===== config.mk =====
export PLATFORM = sky130hd
export DESIGN_NAME = bt_mbox_regs
export DESIGN_NICKNAME = d
export VERILOG_FILES = /design/src/rtl/bt_mbox_pkg.sv /design/src/rtl/bt_mbox_ctrl.sv /design/src/rtl/bt_mbox_data.sv /design/src/rtl/bt_mbox_regs.sv
export SDC_FILE = /design/constraint.sdc
export NUM_CORES = 1
export LEC_CHECK = 0
export ABC_CLOCK_PERIOD_IN_PS = 3200
export BUFFER_PORTS_ARGS = -buffer_cell sky130_fd_sc_hd__buf_2
export CORE_AREA = 2 2 261 263
export DETAILED_ROUTE_END_ITERATION = 7
export DIE_AREA = 0 0 263 265
export GPL_ROUTABILITY_DRIVEN = 0
export PLACE_DENSITY = 0.78
export SETUP_SLACK_MARGIN = 0.3
export SYNTH_ARGS = -nofsm -noshare
export SYNTH_HDL_FRONTEND = slang
export SYNTH_HIERARCHICAL = 1
export SYNTH_SLANG_ARGS = --single-unit

===== constraint.sdc =====
create_clock -name clk -period 3.2 [get_ports clk]
set_input_delay 0.32 -clock clk [delete_from_list [all_inputs] [get_ports clk]]
set_output_delay 0.32 -clock clk [all_outputs]
set_load 0.01 [all_outputs]

===== src/rtl/bt_mbox_pkg.sv =====
package bt_mbox_pkg;
  localparam int BYTE_W = 8;
  localparam logic [7:0] CTRL_OFS = 8'hE4;
  localparam logic [7:0] DATA_OFS = 8'hE5;
  localparam logic [7:0] MASK_OFS = 8'hE6;
  localparam int BIT_BBUSY = 7;
  localparam int BIT_HBUSY = 6;
  localparam int BIT_OEM0 = 5;
  localparam int BIT_SMS = 4;
  localparam int BIT_B2H = 3;
  localparam int BIT_H2B = 2;
  localparam int BIT_ZRD = 1;
  localparam int BIT_ZWR = 0;
  localparam int BIT_RST = 7;

  typedef struct packed {
    logic pushH2b;
    logic popB2h;
    logic zeroRd;
    logic zeroWr;
  } bt_strobe_t;
endpackage


===== src/rtl/bt_mbox_ctrl.sv =====
module bt_mbox_ctrl
  import bt_mbox_pkg::*;
(
  input  logic              clk,
  input  logic              rstN,
  input  logic              hostSel,
  input  logic              hostWr,
  input  logic [7:0]        hostAddr,
  input  logic [BYTE_W-1:0] hostWdata,
  output logic [BYTE_W-1:0] hostRdata,
  input  logic [BYTE_W-1:0] b2hByte,
  input  logic              bmcSetB2hAtn,
  input  logic              bmcSetSmsAtn,
  input  logic              bmcClrH2bAtn,
  input  logic              bmcSetBBusy,
  input  logic              bmcClrBBusy,
  output logic              bBusy,
  output logic              hBusy,
  output logic              oem0,
  output logic              smsAtn,
  output logic              b2hAtn,
  output logic              h2bAtn,
  output logic              bmcResetReq,
  output bt_strobe_t        strobe
);
  logic ctrlWr, dataWr, dataRd, maskWr, rstHit;
  logic [6:0] maskReg;

  assign ctrlWr = hostSel && hostWr && (hostAddr == CTRL_OFS);
  assign dataWr = hostSel && hostWr && (hostAddr == DATA_OFS);
  assign dataRd = hostSel && !hostWr && (hostAddr == DATA_OFS);
  assign maskWr = hostSel && hostWr && (hostAddr == MASK_OFS);
  assign rstHit = maskWr && hostWdata[BIT_RST];

  always_comb begin
    strobe.pushH2b = dataWr;
    strobe.popB2h  = dataRd;
    strobe.zeroRd  = rstHit || (ctrlWr && hostWdata[BIT_ZRD]);
    strobe.zeroWr  = rstHit || (ctrlWr && hostWdata[BIT_ZWR]);
  end

  always_ff @(posedge clk or negedge rstN) begin
    if (!rstN) begin
      bBusy       <= 1'b0;
      hBusy       <= 1'b0;
      oem0        <= 1'b0;
      smsAtn      <= 1'b0;
      b2hAtn      <= 1'b0;
      h2bAtn      <= 1'b0;
      maskReg     <= '0;
      bmcResetReq <= 1'b0;
    end else begin
      bmcResetReq <= rstHit;
      if (ctrlWr && hostWdata[BIT_HBUSY]) hBusy <= !hBusy;
      if (ctrlWr && hostWdata[BIT_OEM0])  oem0  <= !oem0;
      if (bmcSetBBusy)      bBusy <= 1'b1;
      else if (bmcClrBBusy) bBusy <= 1'b0;
      if (maskWr) maskReg <= hostWdata[6:0];

      if (rstHit)                              smsAtn <= 1'b0;
      else if (bmcSetSmsAtn)                   smsAtn <= 1'b1;
      else if (ctrlWr && hostWdata[BIT_SMS])   smsAtn <= 1'b0;

      if (rstHit)                              b2hAtn <= 1'b0;
      else if (bmcSetB2hAtn)                   b2hAtn <= 1'b1;
      else if (ctrlWr && hostWdata[BIT_B2H])   b2hAtn <= 1'b0;

      if (rstHit)                              h2bAtn <= 1'b0;
      else if (ctrlWr && hostWdata[BIT_H2B])   h2bAtn <= 1'b1;
      else if (bmcClrH2bAtn)                   h2bAtn <= 1'b0;
    end
  end

  always_comb begin
    hostRdata = '0;
    if (hostSel && !hostWr) begin
      unique case (hostAddr)
        CTRL_OFS: hostRdata = {bBusy, hBusy, oem0, smsAtn, b2hAtn, h2bAtn, 2'b00};
        DATA_OFS: hostRdata = b2hByte;
        MASK_OFS: hostRdata = {1'b0, maskReg};
        default:  hostRdata = '0;
      endcase
    end
  end
endmodule


===== src/rtl/bt_mbox_data.sv =====
module bt_mbox_data
  import bt_mbox_pkg::*;
#(
  parameter int DEPTH = 64,
  localparam int PTR_W = $clog2(DEPTH)
) (
  input  logic              clk,
  input  logic              rstN,
  input  bt_strobe_t        strobe,
  input  logic [BYTE_W-1:0] hostWdata,
  output logic [BYTE_W-1:0] b2hByte,
  input  logic              bmcB2hWe,
  input  logic [PTR_W-1:0]  bmcB2hAddr,
  input  logic [BYTE_W-1:0] bmcB2hWdata,
  input  logic [PTR_W-1:0]  bmcH2bAddr,
  output logic [BYTE_W-1:0] bmcH2bRdata,
  output logic [PTR_W-1:0]  wrPtr,
  output logic [PTR_W-1:0]  rdPtr
);
  logic [BYTE_W-1:0] h2bMem [DEPTH];
  logic [BYTE_W-1:0] b2hMem [DEPTH];

  always_ff @(posedge clk or negedge rstN) begin
    if (!rstN) begin
      wrPtr <= '0;
      rdPtr <= '0;
    end else begin
      if (strobe.zeroWr)       wrPtr <= '0;
      else if (strobe.pushH2b) wrPtr <= wrPtr + 1'b1;
      if (strobe.zeroRd)       rdPtr <= '0;
      else if (strobe.popB2h)  rdPtr <= rdPtr + 1'b1;
    end
  end

  always_ff @(posedge clk) begin
    if (strobe.pushH2b) h2bMem[wrPtr] <= hostWdata;
    if (bmcB2hWe)       b2hMem[bmcB2hAddr] <= bmcB2hWdata;
  end

  assign b2hByte     = b2hMem[rdPtr];
  assign bmcH2bRdata = h2bMem[bmcH2bAddr];
endmodule


===== src/rtl/bt_mbox_regs.sv =====
module bt_mbox_regs
  import bt_mbox_pkg::*;
#(
  parameter int DEPTH = 64,
  localparam int PTR_W = $clog2(DEPTH)
) (
  input  logic              clk,
  input  logic              rstN,
  input  logic              hostSel,
  input  logic              hostWr,
  input  logic [7:0]        hostAddr,
  input  logic [BYTE_W-1:0] hostWdata,
  output logic [BYTE_W-1:0] hostRdata,
  input  logic              bmcB2hWe,
  input  logic [PTR_W-1:0]  bmcB2hAddr,
  input  logic [BYTE_W-1:0] bmcB2hWdata,
  input  logic [PTR_W-1:0]  bmcH2bAddr,
  output logic [BYTE_W-1:0] bmcH2bRdata,
  output logic [PTR_W-1:0]  bmcH2bLevel,
  input  logic              bmcSetB2hAtn,
  input  logic              bmcSetSmsAtn,
  input  logic              bmcClrH2bAtn,
  input  logic              bmcSetBBusy,
  input  logic              bmcClrBBusy,
  output logic              bBusy,
  output logic              hBusy,
  output logic              oem0,
  output logic              smsAtn,
  output logic              b2hAtn,
  output logic              h2bAtn,
  output logic              bmcResetReq
);
  bt_strobe_t        strobe;
  logic [BYTE_W-1:0] b2hByte;
  logic [PTR_W-1:0]  rdPtr;

  bt_mbox_ctrl u_ctrl (
    .clk(clk), .rstN(rstN), .hostSel(hostSel), .hostWr(hostWr),
    .hostAddr(hostAddr), .hostWdata(hostWdata), .hostRdata(hostRdata),
    .b2hByte(b2hByte), .bmcSetB2hAtn(bmcSetB2hAtn), .bmcSetSmsAtn(bmcSetSmsAtn),
    .bmcClrH2bAtn(bmcClrH2bAtn), .bmcSetBBusy(bmcSetBBusy), .bmcClrBBusy(bmcClrBBusy),
    .bBusy(bBusy), .hBusy(hBusy), .oem0(oem0), .smsAtn(smsAtn), .b2hAtn(b2hAtn),
    .h2bAtn(h2bAtn), .bmcResetReq(bmcResetReq), .strobe(strobe)
  );

  bt_mbox_data #(.DEPTH(DEPTH)) u_data (
    .clk(clk), .rstN(rstN), .strobe(strobe), .hostWdata(hostWdata),
    .b2hByte(b2hByte), .bmcB2hWe(bmcB2hWe), .bmcB2hAddr(bmcB2hAddr),
    .bmcB2hWdata(bmcB2hWdata), .bmcH2bAddr(bmcH2bAddr), .bmcH2bRdata(bmcH2bRdata),
    .wrPtr(bmcH2bLevel), .rdPtr(rdPtr)
  );
endmodule


======== Word level (Yosys, flattened, before mapping) ========
Memories as Yosys holds them, arrays and structs flattened.
Index checks and enable logic that the tools add are counted.
cells by class
  mux-type cells .......................... 21
  reductions and logical operators ........ 25
  equal/unequal tests ..................... 3
  $add $sub $neg .......................... 2
operators by type and width
  operator                                                       number
  8-bit == test, second input constant                           3
  6-bit 2-to-1 mux                                               4
  8-bit case mux with 3 select lines                             1
  1-bit 2-to-1 mux                                               15
  1-bit logical AND                                              14
  6-bit by 1-bit adder with 6-bit output, second input constant  2
  3-bit nonzero test                                             3
  8-bit 2-to-1 mux                                               1
  2-bit nonzero test                                             3
  1-bit logical NOT                                              3
  1-bit logical OR                                               2
word-level totals
  memory bits (writable) .................. 1024
  flip-flop bits (word level) ............. 26
  output and inout bits ................... 29
  input bits .............................. 46
  memories kept ........................... 2
  logic and storage cells ................. 63
memory list
  name           depth  width  read ports  clocked after Yosys merged registers in  write ports  line                text
  u_data.b2hMem  64     8      1           0                                        1            bt_mbox_data.sv:21  logic [BYTE_W-1:0] b2hMem [DEPTH];
  u_data.h2bMem  64     8      1           0                                        1            bt_mbox_data.sv:20  logic [BYTE_W-1:0] h2bMem [DEPTH];

======== Longest topological paths before layout ========
Gate-level depths: netlist of the first run.
  word-level depth ........................ 6
  depth in mapped cells ................... 11
  gate-level depth less buffers ........... 7

======== Modules after synthesis ========
Netlist of the first run, hierarchy kept.
modules (own cells, without submodules)
  module        seq. area each (sq um)  times used  cells each  area an instance (sq um)
  bt_mbox_data  31049.8                 1           1930        40321.2
  bt_mbox_ctrl  350.3                   1           93          905.9

======== Least setup slack after synthesis of the first run ========
OpenSTA, ideal clock, no wires.
  path type ............................... register to output
  start ................................... reg u_data.rdPtr[0]
  end ..................................... out hostRdata[0]
  buffers on the path ..................... 2
  data arrival time ....................... 2115 ps
  cell stages (with the launch flop) ...... 9
  data required time ...................... 2880 ps
  path slack .............................. 765 ps
  cells stage by stage .................... dfrtp_1 buf_6 buf_2 mux4_2 mux2_2 a221oi_1 nor4_1 a22oi_1 nor2_1
on the way
  longest elaborated chain between the ends .. 3
RTL lines
  what                                line                text
  start: declaration                  bt_mbox_data.sv:18  output logic [PTR_W-1:0] rdPtr
  start signal: assignment            bt_mbox_data.sv:31  else if (strobe.popB2h) rdPtr <= rdPtr + 1'b1;
  memory read 64 x 8 bit              n/a
  net b2hByte[0]                      bt_mbox_regs.sv:34  logic [BYTE_W-1:0] b2hByte;
  8-bit case mux with 3 select lines  bt_mbox_ctrl.sv:77  unique case (hostAddr)
  8-bit 2-to-1 mux                    bt_mbox_ctrl.sv:76  if (hostSel && !hostWr) begin
  end: declaration                    bt_mbox_regs.sv:13  output logic [BYTE_W-1:0] hostRdata,
The timed path passes the listed nets, and every way through them passes these cells.

======== Final worst setup path of the first run ========
  start ................................... reg u_data.rdPtr[0]
  end ..................................... out hostRdata[1]
Same word-level chain as after synthesis.

==> results of run 1 <==
[report_power, final]
part           total [mW]  leakage, nW  internal (mW)  switching (mW)
Clock                12.1         1.65           7.02            5.09
Combinational        1.19         3.96          0.447           0.744
Sequential           15.2         9.55           15.1          0.0215
[Yosys cell counts, types with 20 or more instances]
library cell	number
mux2i_1	79
nor2b_1	20
nor2_1	158
mux4_2	225
o22ai_1	31
edfxtp_1	1024
a21oi_1	23
nand3_1	24
clkbuf_1	44
mux2_2	25
buf_2	38
dfrtp_1	26
o221ai_1	28
nand2_1	51
[stage by stage]
stage               power, mW  hold slack [ns]  setup slack (ns)  cell area, um^2
floorplan               16.00          0.02441            0.7649            41230
global placement        16.51           0.4078            0.1512            43520
detailed placement      16.54           0.4334            0.1039            43520
CTS                     28.55          0.01796           -0.3926            47420
global route            29.12          0.07192           -0.4812            47710
finish                  28.46          0.06878           -0.4380            47710
[repair_timing]
action | CTS | global route
buffers inserted | 10 | 2
endpoints found under the hold margin | 34 | 0
hold buffers | 8 | 0
gates resized for setup | 56 | 43
endpoints found under the setup margin | 15 | 14
gates cloned | 3 | 1
pin swaps | 20 | 13
[registers in the layout, indices dropped and copies added (netlist names)]
name,count
u_data/b2hMem,512
u_data/h2bMem,512
u_ctrl/maskReg,7
u_data/rdPtr,6
u_data/wrPtr,6
u_ctrl/b2hAtn,1
u_ctrl/bBusy,1
u_ctrl/bmcResetReq,1
u_ctrl/h2bAtn,1
u_ctrl/hBusy,1
u_ctrl/oem0,1
u_ctrl/smsAtn,1
[worst register-to-register path, stage by stage (launching register included)]
cell	delay, ns
dfrtp_1	0.64
or3b_2	0.61
inv_1	0.09
nand2_1	0.13
nor2_1	0.16
buf_4	0.21
[layer usage]
| layer | vias to the layer above | track usage, % | wire length [um] |
|---|---|---|---|
| met1 | 11414 | 39.60 | 35720 |
| li1 | 8914 | - | - |
| met2 | 1564 | 47.18 | 49550 |
| met5 | - | 0 | 0 |
| met3 | 257 | 5.787 | 11360 |
| met4 | 0 | 11.85 | 4303 |
[worst min-delay path by stage]
| stage | startpoint | end | slack (ns) | cells past startpoint |
|---|---|---|---|---|
| final | hostWr | u_ctrl/bmcResetReq | 0.07 | 3 |
| after global routing | hostAddr[2] | u_ctrl/bmcResetReq | 0.07 | 3 |
| after CTS | hostAddr[2] | u_ctrl/bmcResetReq | 0.02 | 3 |
| after detailed placement | rstN | u_ctrl/bBusy | 0.43 | 1 |
| after global placement | rstN | u_ctrl/bBusy | 0.41 | 1 |
| after floorplan | rstN | u_ctrl/b2hAtn | 0.02 | 0 |
[cell type report]
class / count / area (um^2) / share of cell area, %
multi-input cells: 856 / 9628 / 20.18
flip-flops and latches: 1050 / 31410 / 65.84
repair buffers: 262 / 2155 / 4.516
clock buffers: 124 / 2624 / 5.500
clock inverters: 66 / 778.2 / 1.631
inverters: 6 / 22.52 / 0.04721
well taps: 873 / 1092 / 2.290
[cells by family after synthesis]
kind of cell | count (synthesis) | share of synthesized area, %
mux | 336 | 15.15
fa+ha+maj | 2 | 0.06069
simple gates | 326 | 3.715
compound gates | 182 | 3.172
buf+inv | 117 | 1.530
flops | 1050 | 76.16
xor+xnor | 10 | 0.2124
==> metrics.txt, run 1 <==
aggregate global routing overflow=0; Synthesized Nets=about 2100; most common cell after layout, fill and taps aside=edfxtp_1; Initial Utilization=slightly above 60%; Final Routed Wirelength=roughly 100000 um; power per cell area=approximately 600 nW/um^2; fraction of final layout cells sized beyond drive strength 1=a little under a third; CTS sink cnt=1050; sort of element at the start of the critical path=flip-flop; critical path endpoint=hostRdata[1]; placeable core region=around 67000 um^2; Crit Reg-Reg Startpoint=u_data/wrPtr[2]; Max-cap violations=0; clock latency reported for the late side of the worst-skew pair=between 0.6 and 0.7 ns; number of antenna violations at the first check in global routing=0; DIE HEIGHT=about 270 um; post-synth top area share=approximately three quarters; synthesized flop and latch total=about 1100; area leader, netlist=edfxtp_1; Fin. Hold Viols=0; root buffer cell=clkbuf_16; final worst-path cycle share=113.7%; Max-slew headroom=between 10% and 20%; number of distinct library cell variants in the gate-level netlist after synthesis=55; number of levels the H-tree was split into=3; Synthesis Warnings=6; antenna-violating nets left=0; clock transition at the registers of the reported paths=0.06 ns; Row Count=between 90 and 100; primary flip-flop cell chosen by synthesis mapping=edfxtp_1; horizontal extent of the die=263 um; Gate Count Post-Synth=just over 2000; vias in the first global route=22562; Final TNS setup=-2.579 ns; kind of cell adding the most delay to the critical path=compound AO/OA/AOI/OAI gates; CP Max Fanout=34; final slew viol count=0; CTS tree=done; async set-reset flop share out of synthesis=between 2 and 2.5%; number of filler cells placed in the layout=~3700; post-synthesis instance area=a little over 40000 um^2; mean post-synth cell area=20.38 um^2; Clock Skews=0.06538 ns; drt via density=around 7; pin count of the biggest net entering global routing=66; I/O pin total=75; number of enable flip-flop cells after synthesis=between 1000 and 1500; critical path type=flip-flop to primary output; Final min period=around 3.6 ns; required time reported for the critical path endpoint=around 2.9 ns; worst min-delay path class=input port to flip-flop; Total Die Area=~70000 um^2; final worst-path setup slack=-0.4380 ns; Detailed Routing Iterations Pass 1=6; number of cells on the critical path=9; total buffers and inverters traversed by the critical path=3; highest clock rate=around 0.27 GHz; buffers added on ports=74; number of cell instances on the worst register-to-register path=5; final cell utilization of the core=between 70% and 80%; worst ir drop on vdd=0.0006532 V; via count=~22000; clock buffers created by TritonCTS=100; worst path arrival time=3.32 ns; max incr delay on CP=0.56 ns; average wire length per cell after detail routing=between 30 and 40 um; startpoint of the worst setup timing path=u_data/rdPtr[0]; Iteration-0 DRC Markers=3243; hpwl dp=60670 um; part of the Yosys area used for sequential elements=around three quarters; count of inserted antenna diode cells=0; violated checks=setup timing; global-route wire length before repair=147600 um; worst slew pin tran=around 1.3 ns; result of the run=finished with violations; post-route insts no fill=roughly 3200; count of final setup violators=8; post-layout net count=between 2000 and 2500; Critical Path, Cell by Cell=buf_6, buf_12, mux4_2, a211oi_2, a22o_1, nor4_2, a22oi_1, nor2_1, buf_2; top library cells by usage in the layout, fill and taps aside=edfxtp_1, mux4_2, nor2_1; category of the worst setup path capture point=primary output; post-synthesis to final-layout area growth=15.72%; unrepaired setup endpoints after global routing=true; leading cell types by total area after synthesis=edfxtp_1, mux4_2, mux2i_1, dfrtp_1, nor2_1; Worst path slowest cell=mux4_2; drc violations=0; reg2reg end=u_data/h2bMem[60][5]; leakage component of the power=about 15 nW; Global Route Usage Sum=between 20 and 30%; worst reg2reg setup slack=around 1 ns; Cells after DPL=approximately 3000; number of buffers on the longest clock path=3
Power figures use the tool's default switching activity.
==> run 2: changes to the inputs <==
--- a/config.mk
+++ b/config.mk
@@ -5,13 +5,13 @@
 export SDC_FILE = /design/constraint.sdc
 export NUM_CORES = 1
 export LEC_CHECK = 0
+export ABC_AREA = 1
 export ABC_CLOCK_PERIOD_IN_PS = 3200
 export BUFFER_PORTS_ARGS = -buffer_cell sky130_fd_sc_hd__buf_2
-export CORE_AREA = 2 2 261 263
+export CORE_AREA = 2 2 355 357
 export DETAILED_ROUTE_END_ITERATION = 7
-export DIE_AREA = 0 0 263 265
+export DIE_AREA = 0 0 357 359
 export GPL_ROUTABILITY_DRIVEN = 0
-export PLACE_DENSITY = 0.78
 export SETUP_SLACK_MARGIN = 0.3
 export SYNTH_ARGS = -nofsm -noshare
 export SYNTH_HDL_FRONTEND = slang
==> metrics.txt, run 2 <==
Max-slew headroom=37.05%; mean post-synth cell area=~11 um^2; Clock Skews=0.02857 ns; primary flip-flop cell chosen by synthesis mapping=edfxtp_1; root buffer cell=clkbuf_16; worst min-delay path class=input port to flip-flop; category of the worst setup path capture point=primary output; critical path type=flip-flop to primary output; clock transition at the registers of the reported paths=0.06 ns; clock latency reported for the late side of the worst-skew pair=between 0.6 and 0.7 ns; leakage component of the power=approximately 19 nW; post-synthesis to final-layout area growth=18.85%; vias in the first global route=about 28000; Iteration-0 DRC Markers=3080; via count=about 30000; worst slew pin tran=0.9443 ns; CTS sink cnt=approximately 1100; Final min period=about 3.5 ns; Synthesis Warnings=6; highest clock rate=0.2896 GHz; Final Routed Wirelength=120900 um; worst path arrival time=3.13 ns; Synthesized Nets=3831; number of distinct library cell variants in the gate-level netlist after synthesis=30; unrepaired setup endpoints after global routing=true; final instance area=51390 um^2; final worst-path setup slack=-0.2526 ns; count of final setup violators=8; largest registers=u_data/b2hMem (512), u_data/h2bMem (512), u_ctrl/maskReg (7); Worst path slowest cell=dfrtp_4; hpwl dp=70700 um; Total Die Area=roughly 130000 um^2; drt via density=5.146; Cells after DPL=5497; synthesized flop and latch total=~1100; leading cell types by total area after synthesis=edfxtp_1, nand2_1, nand3_1, nor2_1, o21ai_0; Detailed Routing Iterations Pass 1=6; top library cells by usage in the layout, fill and taps aside=edfxtp_1, nand2_1, nand3_1; async set-reset flop share out of synthesis=approximately 2.5%; I/O pin total=75; DIE HEIGHT=about 360 um; top cells by instance count after synthesis=nand2_1, edfxtp_1, nand3_1; final worst-path cycle share=107.9%; number of levels the H-tree was split into=3; sort of element at the start of the critical path=flip-flop; Final Hold Slack=approximately 0.057 ns; Final TNS setup=-1.805 ns; Gate Count Post-Synth=approximately 3800; max incr delay on CP=~0.47 ns; horizontal extent of the die=357 um; Global Route Usage Sum=between 10% and 20%; Initial Utilization=between 30% and 40%; final cell utilization of the core=between 40% and 50%; part of the Yosys area used for sequential elements=72.63%; required time reported for the critical path endpoint=roughly 2.9 ns; placed cell areas=46560 um^2; placeable core region=about 120000 um^2; buffers added on ports=74; antenna-violating nets left=0; aggregate global routing overflow=0; Critical Path, Cell by Cell=buf_12, clkinv_16, buf_12, clkbuf_16, o21ai_2, nand2_1, a21oi_2, nand2_2, nand3_4, nand2_4, nand3_2, nand2_2, nor2_1, nor2_1, buf_4, buf_6; number of enable flip-flop cells after synthesis=between 1000 and 1500; result of the run=finished with violations; violated checks=setup timing; fraction of final layout cells sized beyond drive strength 1=14.62%; Design Power=29.29 mW; power per cell area=between 500 and 600 nW/um^2; average wire length per cell after detail routing=about 21 um; number of antenna violations at the first check in global routing=6; CTS tree=done; worst ir drop on vdd=between 0.0004 and 0.0005 V; Row Count=130; most frequent cell after synthesis=nand2_1; drc violations=0; final slew viol count=0; clock buffers created by TritonCTS=roughly 110; most common cell after layout, fill and taps aside=edfxtp_1; CP Max Fanout=8; post-synthesis instance area=~43000 um^2; Max-cap violations=0; post-route insts no fill=roughly 5700; pin count of the biggest net entering global routing=just under 90; area leader, netlist=edfxtp_1; post-layout net count=4048; Fin. Hold Viols=0; global-route wire length before repair=176900 um; worst slack at placement=approximately 0.34 ns; post-synth top area share=a little under three quarters; number of buffers on the longest clock path=3; number of filler cells placed in the layout=11718
## run 2: cell types whose count changed in the layout (fill, tap and decap cells not counted), sizes merged, moves of 79 or more
| cell | before | now |
|---|---|---|
| nor2 | 158 | 474 |
| nand2 | 51 | 1039 |
| mux4 | 225 | 0 |
| mux2i | 79 | 0 |
| o21ai | 15 | 194 |
| nand3 | 24 | 672 |
## run 2: final timing paths
| kind | start | end | slack (ns) | depth (start not counted) |
|---|---|---|---|---|
| min reg2reg | u_ctrl/maskReg[0] | u_ctrl/maskReg[0] | 0.50 | 2 |
| max | u_data/rdPtr[0] | hostRdata[2] | -0.25 | 16 |
| max reg2reg | u_data/wrPtr[0] | u_data/h2bMem[7][6] | 1.01 | 7 |
| max in group asynchronous | rstN | u_data/rdPtr[1] | 2.41 | 2 |
| min in group asynchronous | rstN | u_ctrl/bmcResetReq | 0.21 | 2 |
| min | hostWdata[1] | u_data/h2bMem[17][1] | 0.06 | 1 |
## run 2: area by class of cell
type                    count  area [um^2]  share of cell area (%)
flip-flops and latches   1050        31410                   61.12
multi-input cells        2453        10920                   21.25
repair buffers            325         3292                   6.406
clock buffers             136         2828                   5.503
well taps                1650         2064                   4.018
clock inverters            64        534.3                   1.040
inverters                  59        267.8                  0.5211
repair inverters            4        63.81                  0.1242
diodes                      3        7.507                 0.01461
## run 2: power breakdown
group / switching [mW] / total (mW) / internal (mW)
combinational: 1.46 / 2.08 / 0.614
sequential: 0.0325 / 15.2 / 15.1
clock: 5.35 / 12.0 / 6.69
total: 6.85 / 29.3 / 22.4
## run 2: repair_timing
| item | 4_1_cts | 5_1_grt |
|---|---|---|
| gates cloned | 12 | 14 |
| buffers inserted | 7 | 5 |
| gates resized for setup | 44 | 138 |
| pin swaps | 8 | 65 |
| setup endpoints to repair | 8 | 8 |
| hold endpoints to repair | 38 | 0 |
| hold buffers | 6 | 0 |
## run 2: routing by layer
layer / global-route usage (%) / vias to the layer above / part of all wire [%]
li1: - / 13655 / -
met1: 25.88 / 14437 / 42
met2: 27.66 / 1236 / 46
met3: 3.503 / 226 / 9.1
met4: 6.072 / 2 / 3.2
met5: 0 / - / 0.011
## run 2: logic make-up after synthesis
group | share of synthesized area (%)
and+or+nand+nor | 21.39
DFF | 72.63
buffers and inverters | 3.082
AOI/OAI and AO/OA | 2.845
adders and majority gates | 0.05787
## run 2: worst max-delay path: cells and delay by family, from the launching register on
kind / cells / cell delay (ns)
and+or+nand+nor: 8 / 0.65
buffers and inverters: 6 / 0.99
DFF: 1 / 0.47
AOI/OAI and AO/OA: 2 / 0.27
